### src/rtl/adc_rd_pkg.sv
package adc_rd_pkg;
  typedef enum logic [2:0] {
    ST_IDLE,
    ST_CONV,
    ST_WAIT_LO,
    ST_WAIT_HI,
    ST_READ,
    ST_DONE
  } rd_state_e;
endpackage

### src/rtl/adc_rd_sync.sv
module adc_rd_sync #(
  parameter int  STAGES  = 2,
  parameter logic RST_VAL = 1'b1
) (
  input  logic clk,
  input  logic rst_n,
  input  logic d,
  output logic q
);
  logic [STAGES-1:0] stg;

  always_ff @(posedge clk or negedge rst_n) begin
    if (!rst_n) stg <= {STAGES{RST_VAL}};
    else        stg <= {stg[STAGES-2:0], d};
  end

  assign q = stg[STAGES-1];
endmodule

### src/rtl/adc_rd_clkgen.sv
module adc_rd_clkgen #(
  parameter int HALF_CYC = 4,
  parameter int PULSES   = 17
) (
  input  logic clk,
  input  logic rst_n,
  input  logic run,
  output logic dclk,
  output logic capture,
  output logic last_fall
);
  localparam int PW = $clog2(HALF_CYC + 1);
  localparam int CW = $clog2(PULSES + 1);

  logic [PW-1:0] ph;
  logic [CW-1:0] rises;
  logic          toggle;

  assign toggle    = run && (ph == PW'(HALF_CYC - 1));
  assign capture   = toggle && !dclk && (rises != '0);
  assign last_fall = toggle && dclk && (rises == CW'(PULSES));

  always_ff @(posedge clk or negedge rst_n) begin
    if (!rst_n) begin
      ph    <= '0;
      dclk  <= 1'b0;
      rises <= '0;
    end else if (!run) begin
      ph    <= '0;
      dclk  <= 1'b0;
      rises <= '0;
    end else if (toggle) begin
      ph   <= '0;
      dclk <= ~dclk;
      if (!dclk) rises <= rises + 1'b1;
    end else begin
      ph <= ph + 1'b1;
    end
  end
endmodule

### src/rtl/adc_rd_shift.sv
module adc_rd_shift #(
  parameter int WORD_W = 16
) (
  input  logic              clk,
  input  logic              rst_n,
  input  logic              clr,
  input  logic              en,
  input  logic              din,
  output logic [WORD_W-1:0] word
);
  always_ff @(posedge clk or negedge rst_n) begin
    if (!rst_n)   word <= '0;
    else if (clr) word <= '0;
    else if (en)  word <= {word[WORD_W-2:0], din};
  end
endmodule

### src/rtl/adc_burst_reader.sv
module adc_burst_reader
  import adc_rd_pkg::*;
#(
  parameter int WORD_W   = 16,
  parameter int HALF_CYC = 4,
  parameter int CONV_LOW = 3
) (
  input  logic              clk,
  input  logic              rst_n,
  input  logic              start_valid,
  output logic              start_ready,
  input  logic              conv_busy_n,
  input  logic              sdata,
  output logic              cs_n,
  output logic              rc_n,
  output logic              dclk,
  output logic              res_valid,
  output logic [WORD_W-1:0] res_data
);
  localparam int PULSES = WORD_W + 1;
  localparam int KW     = $clog2(CONV_LOW + 1);

  rd_state_e     state;
  logic [KW-1:0] conv_cnt;
  logic          busy_s;
  logic          accept;
  logic          capture;
  logic          last_fall;

  assign start_ready = (state == ST_IDLE);
  assign accept      = start_valid && start_ready;
  assign res_valid   = (state == ST_DONE);

  adc_rd_sync #(.STAGES(2), .RST_VAL(1'b1)) u_sync (
    .clk(clk), .rst_n(rst_n), .d(conv_busy_n), .q(busy_s)
  );

  adc_rd_clkgen #(.HALF_CYC(HALF_CYC), .PULSES(PULSES)) u_clk (
    .clk(clk), .rst_n(rst_n), .run(state == ST_READ),
    .dclk(dclk), .capture(capture), .last_fall(last_fall)
  );

  adc_rd_shift #(.WORD_W(WORD_W)) u_shift (
    .clk(clk), .rst_n(rst_n), .clr(accept), .en(capture),
    .din(sdata), .word(res_data)
  );

  always_ff @(posedge clk or negedge rst_n) begin
    if (!rst_n) begin
      state    <= ST_IDLE;
      conv_cnt <= '0;
      cs_n     <= 1'b1;
      rc_n     <= 1'b1;
    end else begin
      case (state)
        ST_IDLE: if (accept) begin
          state    <= ST_CONV;
          cs_n     <= 1'b0;
          rc_n     <= 1'b0;
          conv_cnt <= '0;
        end
        ST_CONV: begin
          if (conv_cnt == KW'(CONV_LOW - 1)) begin
            rc_n  <= 1'b1;
            state <= ST_WAIT_LO;
          end else begin
            conv_cnt <= conv_cnt + 1'b1;
          end
        end
        ST_WAIT_LO: if (!busy_s) state <= ST_WAIT_HI;
        ST_WAIT_HI: if (busy_s)  state <= ST_READ;
        ST_READ:    if (last_fall) state <= ST_DONE;
        ST_DONE: begin
          cs_n  <= 1'b1;
          state <= ST_IDLE;
        end
        default: state <= ST_IDLE;
      endcase
    end
  end
endmodule

### config.mk
export PLATFORM = sky130hd
export DESIGN_NAME = adc_burst_reader
export DESIGN_NICKNAME = d
export VERILOG_FILES = /design/src/rtl/adc_rd_pkg.sv /design/src/rtl/adc_rd_sync.sv /design/src/rtl/adc_rd_clkgen.sv /design/src/rtl/adc_rd_shift.sv /design/src/rtl/adc_burst_reader.sv
export SDC_FILE = /design/constraint.sdc
export NUM_CORES = 1
export LEC_CHECK = 0
export BUFFER_PORTS_ARGS = -buffer_cell sky130_fd_sc_hd__buf_2
export CORE_MARGIN = 3
export CORE_UTILIZATION = 27
export CTS_BUF_LIST = sky130_fd_sc_hd__clkbuf_4 sky130_fd_sc_hd__clkbuf_8
export DETAILED_ROUTE_END_ITERATION = 12
export GPL_TIMING_DRIVEN = 0
export HOLD_SLACK_MARGIN = 0.08
export PLACE_DENSITY = 0.52
export SYNTH_ARGS = -nofsm -noshare
export SYNTH_HDL_FRONTEND = slang
export SYNTH_SLANG_ARGS = --single-unit
export TNS_END_PERCENT = 100
### constraint.sdc
create_clock -name clk -period 2.1 [get_ports clk]
set_input_delay 0.42 -clock clk [delete_from_list [all_inputs] [get_ports clk]]
set_output_delay 0.42 -clock clk [all_outputs]
set_load 0.02 [all_outputs]
# Yosys cells after proc, flatten, opt, wreduce, memory -nomap -nowiden
# Index checks and enable logic that the tools add are counted.
[totals]
elab_cells = 68
ff_bits = 34
inputBits = 5
out_inout_bits = 21
[classes]
bitwise = 1
eq_ne = 16
addsub = 3
n_mux = 22
n_reduce_logical = 17
[op_table]
columns = ["cell", "n"]
rows = [
  ["16-bit 2-to-1 mux", 2],
  ["3-bit 2-to-1 mux", 7],
  ["5-bit 2-to-1 mux", 3],
  ["3-bit one-hot mux with 5 select lines", 1],
  ["2-bit inequality test (second input constant)", 6],
  ["3-bit by 2-bit equality test with 1-bit output (second input constant)", 3],
  ["3-bit equality test (second input constant)", 2],
  ["1-bit logical AND", 6],
  ["3-bit AND reduction", 2],
  ["2-bit nonzero test", 3],
  ["5-bit by 1-bit adder with 5-bit output (second input constant)", 1],
  ["5-bit equality test (second input constant)", 1],
  ["5-bit AND reduction", 1],
  ["5-bit nonzero test", 1],
  ["1-bit 2-to-1 mux", 4],
  ["2-bit 2-to-1 mux", 2],
  ["2-bit by 1-bit inequality test with 1-bit output (second input constant)", 2],
  ["1-bit one-hot mux with 2 select lines", 2],
  ["2-bit one-hot mux with 2 select lines", 1],
  ["2-bit AND reduction", 2],
  ["3-bit by 1-bit adder with 3-bit output (second input constant)", 1],
  ["3-bit by 1-bit equality test with 1-bit output (second input constant)", 1],
  ["3-bit zero test", 1],
  ["2-bit by 1-bit adder with 2-bit output (second input constant)", 1],
  ["other kinds (3)", 3],
]

# Depth between registers and ports, before layout
# Gate-level depths: netlist (run 1).
[depth]
word_depth = 6
depth_mapped = 7
ltp_nobuf = 5

# By module
# Synthesis (run 1) repeated with hierarchy kept, for this count alone.
[hier_totals]
cells_unflattened = 140
hier_area_um2 = 1582.8
[modules_own_cells]
columns = ["mod", "seq_area_each_um2", "cells_each", "instances", "area_per_inst_um2"]
rows = [
  ["adc_rd_shift", 400.4, 52, 1, 660.6],
  ["adc_rd_clkgen", 225.2, 45, 1, 480.5],
  ["adc_burst_reader", 177.7, 41, 1, 389.1],
  ["adc_rd_sync", 52.6, 2, 1, 52.6],
]

# Worst setup path before layout (run 1)
# No wires, ideal clock.
[synth_path]
path_kind = "reg-to-reg"
startpoint = "register u_clk.rises[0]"
endpoint = "register u_shift.word[10]"
setup_slack_ns = 0.384
required_ns = 2.024
t_arrival_ns = 1.639
setup_time_ns = 0.076
n_path_buf = 2
synth_period_minus_slack_ns = 1.716
stages_incl_launch_ff = 8
cell_sequence = "dfrtp_1 > inv_1 > ha_1 > or4b_1 > and3_1 > buf_2 > buf_6 > o21ai_1"
[synth_via]
elab_chain_len = 3
[synth_rtl]
columns = ["element", "line", "rtl"]
rows = [
  ["from (decl)", "adc_rd_clkgen.sv:16", "logic [CW-1:0] rises;"],
  ["from (signal assigned)", "adc_rd_clkgen.sv:35", "if (!dclk) rises <= rises + 1'b1;"],
  ["5-bit nonzero test", "adc_rd_clkgen.sv:20", "assign capture = toggle && !dclk && (rises != '0);"],
  ["1-bit logical AND", "adc_rd_clkgen.sv:20", ""],
  ["2-bit nonzero test (no line)", "-", ""],
  ["to (signal assigned)", "adc_rd_shift.sv:14", "else if (en) word <= {word[WORD_W-2:0], din};"],
  ["to (decl)", "adc_rd_shift.sv:9", "output logic [WORD_W-1:0] word"],
]
# Every way passes these cells.
# A chain may end at the register's enable or synchronous reset.

# Final worst setup path (run 1)
[layout_path]
startpoint = "register u_clk.rises[0]"
endpoint = "register u_shift.word[14]"
# Same word-level chain as after synthesis.

==> flow_summary.ini, run 1 <==
[clocking]
holdBufCountCts = 0
clock-sinks = 34
cts_tree = built
clk_latency_ns = 0.28
clock_path_buffers = 2
cts.clk_slew.worst_paths_ns = 0.07
cts_setup_buffers = 0
cts_max_level = 2
root_buffer = clkbuf_8
cts_buffers = 5
cts_resized = 0

[synth]
postSynthAreaPerCell_um2 = 10.1
ys_types = 32
synth.most_common_cell = dfrtp_1
ys.warnings.count = 0
synth_top_cells_by_area = dfrtp_1, dfstp_2, nand2_1, nand4_1, ha_1
synth-seq-cells = 34
synth.largest_area_cell = dfrtp_1
synth_edf_count = 0
yosys_most_used_dff = dfrtp_1
synthTopCellsByCount = dfrtp_1, nand2_1, nand4_1, o21ai_1
ys_seq_area_share_pct = 53.7
syn_inst = 158
async_reset_ff_share_pct = 100
yosys.area.top_type_share_pct = 47.1
syn_nets = 168
netlist_area_um2 = 1590

[finish]
fillers = 616
fin_area_um2 = 1900
drive_gt1_share_pct = 24.7
num_antenna_cells = 0
nets = 200
area_delta_synth_final_pct = 19.1

[drt]
routedWlPerCell_um = 12.7
met1_length_um = 1720
dr.first_iter.drc_count = 59
drtPass1Iterations = 4
wl_met3_um = 135
routed-wl-met2_um = 1430
vias = 1253
highest_layer = met4
drc_errors = 0
routed_wl_um = 3320
vias_per_cell = 4.78
ant_nets = 0

[worst_hold_path]
hold_class = in -> async

[power_and_ir_drop]
power.switching_uw = 539
clkPwrFrac_pct = 27.9
seqPwrFrac_pct = 45.0
netSwitchingFraction_pct = 31.5
p_int_uw = 1170
peakVddDrop_uv = 449
powerDensity_nw_per_um2 = 902
leakagePower_uw = 0.000912
combPwrFrac_pct = 27.1

[placement]
hpwl_um = 2300
pre_cts_ws_ns = 0.0850
place.gp.congestion = 0.728
portBuffers = 25
placed_cell_area_um2 = 1810

[critical_path]
cp.arrival_ns = 2.11
critPathKind = reg -> reg
end_kind = register
cp_max_fo = 10
cp.required_ns = 2.30
crit_path_start_kind = register

[floorplan]
start_util_pct = 28.4
die_area_um2 = 6860
die_w_um = 82.8
pin_count = 26
die_h_um = 82.8
rows = 27
coreArea_um2 = 5610

[sta]
setup-tns-final_ns = 0
relSlewSlack_pct = 49.8
fin_crit_ns = 1.91
clock_skew_ns = 0.00410
max_slew.worst_pin.slew_ns = 0.753
period_share_pct = 90.8
holdWs_ns = 0.206
setup_ws_ns = 0.193
finalHoldViolations = 0
setup_violations = 0
rsz0062_at_grt = false
clock.fmax_ghz = 0.524
slew_violations = 0

[global_routing]
antenna_found_initial = 0
grtUsageTotal_pct = 10.2
gr-total-overflow = 0
grt_pass1_wl_um = 5870
grt_pass1_vias = 1247
grt_max_degree = 35

[status]
run_status = completed

[run]
drv_cap = 0
==> metal layers <==
metal / GRT usage [%] / up-vias
met4: 3.12 / 0
li1: - / 620
met3: 2.78 / 5
met1: 14.9 / 603
met2: 14.6 / 25
met5: 0 / -
==> power by group through the flow <==
| stage | sequential, uW | clock, uW | combinational, uW |
|---|---|---|---|
| 3_5_place_dp | 783 | 0 | 467 |
| 2_1_floorplan | 799 | 0 | 329 |
| 4_1_cts | 771 | 494 | 470 |
| 3_3_place_gp | 781 | 0 | 467 |
| 6_report | 771 | 478 | 464 |
| 5_1_grt | 778 | 526 | 515 |
==> kinds of logic after synthesis <==
logic type | share of synthesized area, %
simple gates | 22.1
flops | 53.7
compound gates | 10.8
buf+inv | 5.73
mux | 3.77
fa+ha+maj | 3.92
==> worst paths after layout <==
check                                from               end  slack, ns  cells after the start
max reg2reg                u_clk.rises[0]  u_shift.word[14]       0.19                      7
max in group asynchronous           rst_n   u_shift.word[1]       1.41                      1
min                                 rst_n   u_shift.word[2]       0.21                      1
max                        u_clk.rises[0]  u_shift.word[14]       0.19                      7
min in group clk              conv_busy_n     u_sync.stg[0]       0.23                      1
min reg2reg                 u_sync.stg[0]     u_sync.stg[1]       0.36                      0
==> worst max-delay path, cell delays in order, from the launching register on <==
cell     delay [ns]
dfrtp_1        0.43
inv_1          0.10
ha_1           0.13
or4b_1         0.50
and3_1         0.20
buf_2          0.18
buf_6          0.16
o21ai_1        0.13
==> layout by cell type, fill, tap and decap left out, types with 4 or more instances in the layout <==
| cell | netlist | routed |
|---|---|---|
| a21oi_1 | 6 | 6 |
| a22o_1 | 4 | 4 |
| buf_2 | 4 | 29 |
| clkbuf_1 | 5 | 5 |
| clkbuf_8 | 0 | 5 |
| dfrtp_1 | 30 | 30 |
| dfstp_2 | 4 | 4 |
| ha_1 | 5 | 5 |
| inv_1 | 6 | 6 |
| mux2i_1 | 6 | 6 |
| nand2_1 | 28 | 28 |
| nand4_1 | 12 | 12 |
| o21ai_0 | 4 | 4 |
| o21ai_1 | 10 | 10 |
==> final cells by class <==
class                      count  area, um^2  area share (%)
sequential                    34         856            45.1
multi-input combinational    106         652            34.3
timing repair buffer          25         125            6.59
tap                           72        90.1            4.75
clock buffer                   7        83.8            4.42
buffer                        12        68.8            3.63
inverter                       6        22.5            1.19
==> metrics by stage <==
stage,cells,power (uW),utilization (%)
2_1_floorplan,158,1130,-
3_3_place_gp,255,1250,32.3
3_5_place_dp,255,1250,32.3
4_1_cts,262,1740,33.8
5_1_grt,262,1820,33.8
6_report,262,1710,33.8
==> flip-flops by register name, summed over array words and instances, names as in the netlist <==
name and flops:
conv_cnt 2, u_clk.dclk 1, u_shift.word 16, cs_n 1
u_clk.ph 3, rc_n 1, u_clk.rises 5, u_sync.stg 2
state 3
No activity file was read; power rests on OpenSTA's default activity.
==> run 2: changes to the inputs <==
Settings changed: CORE_ASPECT_RATIO set to 0.5.
==> flow_summary.ini, run 2 (synthesis gave the netlist of run 1 again) <==
[floorplan]
rows = 19
die_w_um = 115
start_util_pct = 28.5
die_h_um = 60.3
coreArea_um2 = 5590
die_area_um2 = 6920
pin_count = 26

[sta]
clock.fmax_ghz = 0.533
rsz0062_at_grt = false
max_slew.worst_pin.slew_ns = 0.760
fin_crit_ns = 1.88
relSlewSlack_pct = 49.3
finalHoldViolations = 0
slew_violations = 0
period_share_pct = 89.3
clock_skew_ns = 0.00606
setup_violations = 0
setup-tns-final_ns = 0

[placement]
placed_cell_area_um2 = 1810
portBuffers = 25
hpwl_um = 2330
place.gp.congestion = 0.744

[clocking]
cts_max_level = 2
cts.clk_slew.worst_paths_ns = 0.07
clock_path_buffers = 2
cts_setup_buffers = 0
cts_tree = built
cts_buffers = 5
root_buffer = clkbuf_8
clk_latency_ns = 0.28
clock-sinks = 34

[power_and_ir_drop]
p_int_uw = 1160
finalPower_uw = 1700
clkPwrFrac_pct = 27.8
power.switching_uw = 542
powerDensity_nw_per_um2 = 896
combPwrFrac_pct = 27.0
leakagePower_uw = 0.000915
netSwitchingFraction_pct = 31.8
peakVddDrop_uv = 441
seqPwrFrac_pct = 45.2

[global_routing]
grt_max_degree = 35
grt_pass1_vias = 1199
grt_pass1_wl_um = 5620
antenna_found_initial = 0
gr-total-overflow = 0
grtUsageTotal_pct = 10.3

[finish]
fin_area_um2 = 1900
final_common_cell = dfrtp_1
num_antenna_cells = 0
mostFrequentLayoutCells = dfrtp_1, buf_2, nand2_1
area_delta_synth_final_pct = 19.3
post-route-util_pct = 34.0
largest_reg_flops = 16
reg_top3 = u_shift.word x16, u_clk.rises x5
drive_gt1_share_pct = 25.1
largest_register = u_shift.word
nets = 200

[drt]
vias_per_cell = 4.64
met1_length_um = 1700
vias = 1226
drc_errors = 0
drtPass1Iterations = 4
routedWlPerCell_um = 12.3
ant_nets = 0
routed-wl-met2_um = 1380
dr.first_iter.drc_count = 39
wl_met3_um = 118
highest_layer = met4
routed_wl_um = 3240

[critical_path]
cp_max_fo = 10
cp_cell_sequence = inv_1 -> ha_1 -> or4b_1 -> and3_1 -> buf_2 -> buf_6 -> o21ai_1
cp_slowest_cell = or4b_1
path_delay_family = simple AND/OR/NAND/NOR gates
end_kind = register
cp.required_ns = 2.31
critPathBufInv = 3
cp.arrival_ns = 2.09
reg2reg_from = u_clk.rises[0]
ff2ff_setup_slack_ns = 0.22
critPathKind = reg -> reg
crit_path_start_kind = register
cpPeakStageDelay_ns = 0.49
ff2ff_path_depth = 7
reg2reg_to = u_shift.word[15]

[status]
run_status = completed

[run]
drv_cap = 0

[worst_hold_path]
hold_class = in -> async
run 2: cell count changes in the layout (fill, tap and decap cells not counted), sizes merged:
cell    before  now
clkbuf      12   11
clkinv       0    2
run 2: cell type report:
type | instances | area [um^2]
fill | 557 | 3680
clock inverter | 2 | 10.0
multi-input combinational | 106 | 652
timing repair buffer | 25 | 125
inverter | 6 | 22.5
buffer | 12 | 68.8
clock buffer | 6 | 76.3
sequential | 34 | 856
tap | 73 | 91.3
run 2: worst max path at each step:
stage,endpoint,slack [ns],from,depth (start not counted)
final,u_shift.word[15],0.22,u_clk.rises[0],7
after global routing,u_shift.word[8],0.13,u_clk.rises[0],7
after CTS,u_shift.word[15],0.11,u_clk.ph[0],6
after detailed placement,u_shift.word[15],0.13,u_clk.ph[0],6
after global placement,u_shift.word[15],0.15,u_clk.ph[0],6
after floorplan,u_shift.word[10],0.38,u_clk.rises[0],7
run 2: power groups by stage:
| stage | clock network [uW] | logic [uW] | registers, uW |
|---|---|---|---|
| after floorplan | 0 | 329 | 799 |
| after CTS | 493 | 468 | 771 |
| after global routing | 522 | 530 | 780 |
| final | 473 | 460 | 771 |
| after global placement | 0 | 460 | 781 |
| after detailed placement | 0 | 467 | 782 |
run 2: repair_timing:
action,4_1_cts,5_1_grt
setup endpoints to repair,0,1
resized for setup,0,1
hold buffers,0,0
run 2: per-stage QoR:
stage	hold WS (ns)	setup slack, ns	std cells
after floorplan	0.124	0.384	158
after global placement	0.345	0.146	256
after detailed placement	0.349	0.132	256
after CTS	0.224	0.110	264
after global routing	0.220	0.129	264
final	0.201	0.224	264
run 2: metal layers:
layer  vias up  track usage [%]
met5         -                0
met2        19             15.9
met1       584             14.2
met4         0             3.05
li1        619                -
met3         4             2.99
==> run 3: changes to the inputs <==
Settings changed: CORE_UTILIZATION 27 to 58, PLACE_DENSITY 0.52 to 0.9.
==> flow_summary.ini, run 3 (synthesis gave the netlist of run 1 again) <==
[status]
run_status = completed

[critical_path]
end_kind = register
cp_cell_sequence = inv_1 -> ha_1 -> or4b_1 -> and3_1 -> buf_2 -> buf_6 -> o21ai_1
ff2ff_setup_slack_ns = 0.18
cp.required_ns = 2.30
cp_max_fo = 10
cp.arrival_ns = 2.13
cpPeakStageDelay_ns = 0.49
ff2ff_path_depth = 7
crit_path_start_kind = register
cp_slowest_cell = or4b_1
critPathKind = reg -> reg

[finish]
largest_reg_flops = 16
post-route-util_pct = 77.6
num_antenna_cells = 0
nets = 200
final_common_cell = dfrtp_1
fin_cells = 226
drive_gt1_share_pct = 25.1
fillers = 168
mostFrequentLayoutCells = dfrtp_1, buf_2, nand2_1
largest_register = u_shift.word
reg_top3 = u_shift.word x16, u_clk.rises x5
area_delta_synth_final_pct = 16.9

[clocking]
clk_latency_ns = 0.28
cts_tree = built
holdBufCountCts = 0
cts_setup_buffers = 0
clock-sinks = 34
cts.clk_slew.worst_paths_ns = 0.07
clock_path_buffers = 2
cts_resized = 0
root_buffer = clkbuf_8
cts_max_level = 2
cts_buffers = 5

[global_routing]
antenna_found_initial = 0
grtUsageTotal_pct = 20.2
gr-total-overflow = 0
grt_pass1_wl_um = 5350
grt_pass1_vias = 1212
grt_max_degree = 35

[floorplan]
rows = 12
start_util_pct = 66.4
pin_count = 26
die_w_um = 80.1
die_area_um2 = 3450
die_h_um = 43.1
coreArea_um2 = 2400

[power_and_ir_drop]
powerDensity_nw_per_um2 = 935
netSwitchingFraction_pct = 31.3
peakVddDrop_uv = 984
leakagePower_uw = 0.000918
seqPwrFrac_pct = 44.4
combPwrFrac_pct = 26.7
power.switching_uw = 545
p_int_uw = 1200
clkPwrFrac_pct = 28.9

[sta]
fin_crit_ns = 1.92
max_slew.worst_pin.slew_ns = 0.729
slew_violations = 0
relSlewSlack_pct = 51.4
finalHoldViolations = 0
period_share_pct = 91.5
setup-tns-final_ns = 0
clock.fmax_ghz = 0.520
clock_skew_ns = 0.00528
setup_violations = 0
rsz0062_at_grt = false
setup_ws_ns = 0.179

[placement]
placed_cells = 218
pre_cts_ws_ns = 0.145
hpwl_um = 2170
portBuffers = 25
place.gp.congestion = 0.800

[drt]
ant_nets = 0
drc_errors = 0
dr.first_iter.drc_count = 91
drtPass1Iterations = 4
routedWlPerCell_um = 13.9
vias_per_cell = 5.69
vias = 1286
routed_wl_um = 3150

[run]
drv_cap = 0

[worst_hold_path]
hold_class = in -> async
## run 3: changes by cell type in the layout (fill, tap and decap cells not counted)
cell	previous run	this run
clkinv_2	2	1
clkbuf_8	5	6
## run 3: final timing paths
| check | startpoint | end |
|---|---|---|
| worst max-delay path | u_clk.rises[0] | u_shift.word[12] |
| worst min-delay path | rst_n | conv_cnt[0] |
| worst max register to register | u_clk.rises[0] | u_shift.word[12] |
| worst min register to register | u_sync.stg[0] | u_sync.stg[1] |
| max in group asynchronous | rst_n | u_clk.rises[0] |
| min in group clk | conv_busy_n | u_sync.stg[0] |
## run 3: power groups by stage
stage	logic [uW]	clock network, uW	registers, uW
2_1_floorplan	329	0	799
3_3_place_gp	444	0	779
3_5_place_dp	457	0	781
4_1_cts	466	510	774
5_1_grt	516	546	781
6_report	465	503	773
## run 3: routing by layer
layer,wire (um),vias to the layer above,global-route usage [%],share of wire (%)
met5,0,-,0,0
met3,203,0,7.63,6.4
li1,-,623,-,-
met1,1450,619,26.2,46
met4,0,0,4.04,0
met2,1490,44,32.7,47
## run 3: per-stage QoR
step | power (uW) | hold WS (ns) | cell area, um^2
2_1_floorplan | 1130 | 0.124 | 1590
3_3_place_gp | 1220 | 0.346 | 1760
3_5_place_dp | 1240 | 0.353 | 1760
4_1_cts | 1750 | 0.224 | 1860
5_1_grt | 1840 | 0.224 | 1860
6_report | 1740 | 0.199 | 1860
## run 3: critical path: cells and delay by family, from the launching register on
kind / cells / cell delay [ns]
compound gates: 1 / 0.14
fa+ha+maj: 1 / 0.14
buf+inv: 3 / 0.45
flops: 1 / 0.43
simple gates: 2 / 0.68
## run 3: area by class of cell
cell class              count  area (um^2)  area share [%]
multi-input cells         106          652            35.0
plain buffers              12         68.8            3.69
inverters                   6         22.5            1.21
clock buffers               7         90.1            4.84
flip-flops and latches     34          856            45.9
clock inverters             1         5.00           0.269
repair buffers             25          125            6.72
well taps                  35         43.8            2.35
